### src/rtl/divn_pkg.sv
package divn_pkg;
  localparam int unsigned DIVN_DIGIT_W_DEF = 4;
  localparam int unsigned DIVN_STAGES_DEF  = 3;
endpackage

### src/rtl/divn_stage.sv
module divn_stage
  import divn_pkg::*;
#(
  parameter int unsigned DIGIT_W = DIVN_DIGIT_W_DEF
) (
  input  logic               clk,
  input  logic               rst,
  input  logic               en,
  input  logic               load,
  input  logic [DIGIT_W-1:0] preset_d,
  input  logic               dec_i,
  input  logic               cf_i,
  output logic [DIGIT_W-1:0] q_o,
  output logic               digit_zero_o,
  output logic               src_zero_o,
  output logic               zero_o
);
  logic [DIGIT_W-1:0] q_r;
  logic [DIGIT_W-1:0] src;
  logic [DIGIT_W-1:0] nxt;

  // Reload shares the decrementer: the digit source is either the preset or the held value
  always_comb begin
    src = load ? preset_d : q_r;
    nxt = dec_i ? (src - DIGIT_W'(1)) : src;
  end

  always_ff @(posedge clk) begin
    if (rst)     q_r <= '0;
    else if (en) q_r <= nxt;
  end

  assign q_o          = q_r;
  assign digit_zero_o = (q_r == '0);
  assign src_zero_o   = (src == '0);
  assign zero_o       = digit_zero_o & cf_i;

  // a zero digit with all higher digits zero never wraps outside a reload
  assert_no_wrap_R9: assert property (@(posedge clk) disable iff (rst)
    (en && !load && q_r == '0 && cf_i) |=> (q_r == '0));
endmodule

### src/rtl/divn_chain.sv
module divn_chain
  import divn_pkg::*;
#(
  parameter int unsigned DIGIT_W = DIVN_DIGIT_W_DEF,
  parameter int unsigned STAGES  = DIVN_STAGES_DEF
) (
  input  logic                       clk,
  input  logic                       rst,
  input  logic                       en,
  input  logic [STAGES*DIGIT_W-1:0]  preset_i,
  output logic [STAGES*DIGIT_W-1:0]  count_o,
  output logic [STAGES-1:0]          stage_zero_o,
  output logic                       term_o
);
  logic [STAGES-1:0] qz;
  logic [STAGES-1:0] cf;
  logic [STAGES-1:0] srcz;
  logic [STAGES-1:0] lowz;
  logic [STAGES-1:0] zq;
  logic [STAGES-1:0] dec;
  logic              term;
  logic              any_nz;

  assign term   = zq[0];
  assign any_nz = ~(&srcz);

  for (genvar i = 0; i < STAGES; i++) begin : g_stage
    // Cascade feedback: every more significant digit is zero
    if (i == STAGES - 1) begin : g_top
      assign cf[i] = 1'b1;
    end else begin : g_mid
      assign cf[i] = &qz[STAGES-1:i+1];
    end

    // Borrow reaches digit i when every less significant source digit is zero
    if (i == 0) begin : g_lsd
      assign lowz[i] = 1'b1;
    end else begin : g_hsd
      assign lowz[i] = &srcz[i-1:0];
    end

    assign dec[i] = any_nz & lowz[i];

    divn_stage #(.DIGIT_W(DIGIT_W)) u_stage (
      .clk          (clk),
      .rst          (rst),
      .en           (en),
      .load         (term),
      .preset_d     (preset_i[i*DIGIT_W +: DIGIT_W]),
      .dec_i        (dec[i]),
      .cf_i         (cf[i]),
      .q_o          (count_o[i*DIGIT_W +: DIGIT_W]),
      .digit_zero_o (qz[i]),
      .src_zero_o   (srcz[i]),
      .zero_o       (zq[i])
    );

    if (i < STAGES - 1) begin : g_thermo
      // a stage can only report zero if the next more significant stage does
      assert_zero_thermo_R8: assert property (@(posedge clk) disable iff (rst)
        zq[i] |-> zq[i+1]);
    end
  end

  assign stage_zero_o = zq;
  assign term_o       = term;
endmodule

### src/rtl/divn_counter.sv
module divn_counter
  import divn_pkg::*;
#(
  parameter int unsigned DIGIT_W = DIVN_DIGIT_W_DEF,
  parameter int unsigned STAGES  = DIVN_STAGES_DEF
) (
  input  logic                      clk,
  input  logic                      rst,
  input  logic                      ce,
  input  logic                      inhibit,
  input  logic [STAGES*DIGIT_W-1:0] preset_i,
  output logic [STAGES*DIGIT_W-1:0] count_o,
  output logic                      zero_o,
  output logic [STAGES-1:0]         stage_zero_o
);
  localparam int unsigned W = STAGES * DIGIT_W;

  logic en;
  assign en = ce & ~inhibit;

  divn_chain #(.DIGIT_W(DIGIT_W), .STAGES(STAGES)) u_chain (
    .clk          (clk),
    .rst          (rst),
    .en           (en),
    .preset_i     (preset_i),
    .count_o      (count_o),
    .stage_zero_o (stage_zero_o),
    .term_o       (zero_o)
  );

  assert_reset_zero_R1: assert property (@(posedge clk) disable iff (rst)
    $past(rst) |-> (count_o == '0 && zero_o && (&stage_zero_o)));

  assert_inhibit_hold_R2: assert property (@(posedge clk) disable iff (rst)
    inhibit |=> $stable(count_o));

  assert_strobe_hold_R3: assert property (@(posedge clk) disable iff (rst)
    !ce |=> $stable(count_o));

  assert_decrement_R4: assert property (@(posedge clk) disable iff (rst)
    (en && !zero_o) |=> (count_o == $past(count_o) - W'(1)));

  assert_reload_R5: assert property (@(posedge clk) disable iff (rst)
    (en && zero_o && preset_i != '0) |=> (count_o == $past(preset_i) - W'(1)));

  assert_zero_ratio_R6: assert property (@(posedge clk) disable iff (rst)
    (en && zero_o && preset_i == '0) |=> (zero_o && count_o == '0));
endmodule

### config.mk
export PLATFORM = sky130hd
export DESIGN_NAME = divn_counter
export DESIGN_NICKNAME = d
export VERILOG_FILES = /design/src/rtl/divn_pkg.sv /design/src/rtl/divn_stage.sv /design/src/rtl/divn_chain.sv /design/src/rtl/divn_counter.sv
export SDC_FILE = /design/constraint.sdc
export NUM_CORES = 1
export LEC_CHECK = 0
export ABC_AREA = 1
export BUFFER_PORTS_ARGS = -buffer_cell sky130_fd_sc_hd__buf_2
export CAP_MARGIN = 20
export CORE_UTILIZATION = 50
export CTS_CLUSTER_SIZE = 8
export DETAILED_ROUTE_END_ITERATION = 6
export GPL_ROUTABILITY_DRIVEN = 0
export MAX_ROUTING_LAYER = met4
export PLACE_DENSITY = 0.82
export SETUP_SLACK_MARGIN = 0.2
export SYNTH_ARGS = -nofsm -noshare
export SYNTH_HDL_FRONTEND = slang
export SYNTH_HIERARCHICAL = 1
export SYNTH_SLANG_ARGS = --single-unit
### constraint.sdc
create_clock -name clk -period 3.7 [get_ports clk]
set_input_delay 0.74 -clock clk [delete_from_list [all_inputs] [get_ports clk]]
set_output_delay 0.74 -clock clk [all_outputs]
set_load 0.01 [all_outputs]
==> metrics.txt <==
status=finished, final reports clean; number of I/O pins=32; ANT nets after route=0; min-delay src=u_chain/g_stage[0].u_stage/q_o[2]; vias in the first global route=1085; Layout area overhead=22.41%; Max-Cap Viols=0; clock net sink count=12; Max Clock Skew=approximately 1.7 ps; RR Startpoint=u_chain/g_stage[1].u_stage/q_o[1]; Crit path required time=3880 ps; Mapped Cells=179; H-tree Lvls=1; CTS Buffer Depth=2; CTS Hold Buffers Added=0; CP top delay family=simple AND/OR/NAND/NOR gates; share of layout cells above drive strength 1=0.2791; transition time of the tightest slew-check pin=659.4 ps; half-perimeter wire length after placement=1957 µm; worst rel slew slack=0.5599; die area=roughly 0.0023 mm²; crit-path max FO=12; pwr dens=430.7 mW/mm²; number of vias in the routed layout=between 1000 and 1500; Crit. End Element=register; gr ovfl total=0; CTS tree=done; CTS Root Cell=clkbuf_4; DRC Markers=0; Largest register FFs=12; Hold Vio Cnt, Final=0; cts bufs inserted=3; Die Width=47.58 µm; final total power=approximately 550 µW; Reg2Reg Setup Slack=930 ps; Iter 0 DRT Violations=21; Core Region=0.001962 mm²; first-pass GRT wire length=about 4000 µm; Hold Path End=u_chain/g_stage[0].u_stage/q_o[2]; crit-path cells=nor2_1, nand3_1, inv_1, nand2_1, inv_1, inv_1, nor2_1, buf_4, inv_2, nand2_1, nand2_2, inv_1, ha_1, nand3_1, nor2_1, nand3_1, inv_1, inv_1, nor2_4, nand2_1, nand2_1, nand3_1, nand2_1, inv_1; Slew Limit Fails=0; all-layer global routing usage=0.2492; worst setup margin=934.2 ps; Hold WC Path Type=register to register; initial antenna violation count=0; drt total wl=2536 µm; RSZ-0062 raised after global routing=no; Mapped Nets=198; final setup fails=0; Starting Density=0.5293; Final nets=about 240; largest net degree at the start of global routing=19; Final Cycle Share=0.7475; Worst setup SP type=register; PortBufs=31; clock period minus worst slack=2766 ps; Clock transition at path regs=80 ps; synthesis warning total=6; worst path bufs/invs=9; Row Count=16; clk_lat worst skew=270 ps; commonest cells after routing, fill and taps aside=40 x inv_1, 37 x nand2_1, 31 x buf_2, 18 x nor2_1, 14 x nand3_1; r2r worst-path depth=24; most common cell after layout, fill and taps aside=inv_1; synthesized area=0.001038 mm²; via density per instance=approximately 4.8; setup TNS=0 ps; P_leak=0.7501 nW; reg2reg end=u_chain/g_stage[2].u_stage/q_o[3]; postcts setup bufs=0; drt wl/cell=10.48 µm; WP data arrival=2940 ps; Post-Syn Area per Cell=5.802 µm²; Fmax achieved=0.3616 GHz; hold-critical path depth=2; # diodes=0; Max VDD drop=approximately 250 µV; DIE HEIGHT=47.58 µm; slowest stage delay, CP=350 ps; post-CTS sizing=0; Slowest cell on crit path=dfxtp_1; First-pass DRT Iterations=4; Place WS=between 1000 and 1500 ps; Setup CP Type=register to register; Most common cell on crit path=inv_1
-- area by class of cell --
cell class                      count  area (µm²)
Fill cell                         207       690.7
Timing Repair Buffer               33       170.2
Multi-Input combinational cell    120       618.1
Clock buffer                        4       36.28
Sequential cell                    12       240.2
Tap cell                           27       33.78
Inverter                           46       172.7
-- worst max path at each step --
stage / to / cells past startpoint / start
after CTS: u_chain/g_stage[2].u_stage/q_o[3] / 24 / u_chain/g_stage[1].u_stage/q_o[1]
after global routing: u_chain/g_stage[2].u_stage/q_o[3] / 24 / u_chain/g_stage[1].u_stage/q_o[1]
after global placement: u_chain/g_stage[2].u_stage/q_o[3] / 24 / u_chain/g_stage[2].u_stage/q_o[1]
final: u_chain/g_stage[2].u_stage/q_o[3] / 24 / u_chain/g_stage[1].u_stage/q_o[1]
after detailed placement: u_chain/g_stage[2].u_stage/q_o[3] / 24 / u_chain/g_stage[1].u_stage/q_o[1]
after floorplan: u_chain/g_stage[1].u_stage/q_o[3] / 23 / u_chain/g_stage[2].u_stage/q_o[1]
-- layer usage --
metal | global-route usage | wire length, µm
met4 | 0.1056 | 9
met2 | 0.4822 | 1312
met1 | 0.2443 | 1122
met3 | 0.03396 | 92
met5 | - | 0
-- tightest hold or removal path, cell delays in order (launching register included) --
cell     delay, ps
dfxtp_1        340
o21ai_0        150
a21oi_1         40
-- where the power goes --
| group | switching, mW | total (mW) | internal (mW) |
|---|---|---|---|
| Sequential | 0.00952 | 0.150 | 0.141 |
| Combinational | 0.183 | 0.290 | 0.107 |
| Clock | 0.0473 | 0.107 | 0.0598 |
-- metrics by stage --
step | instances | cell area [µm²] | hold WS, ps | util
floorplan | 179 | 1039 | 563.5 | -
global placement | 238 | 1235 | 538.9 | 0.6295
detailed placement | 238 | 1235 | 548.9 | 0.6295
CTS | 242 | 1271 | 571.0 | 0.6480
global route | 242 | 1271 | 612.8 | 0.6480
finish | 242 | 1271 | 569.5 | 0.6480
Power figures use the tool's default switching activity.
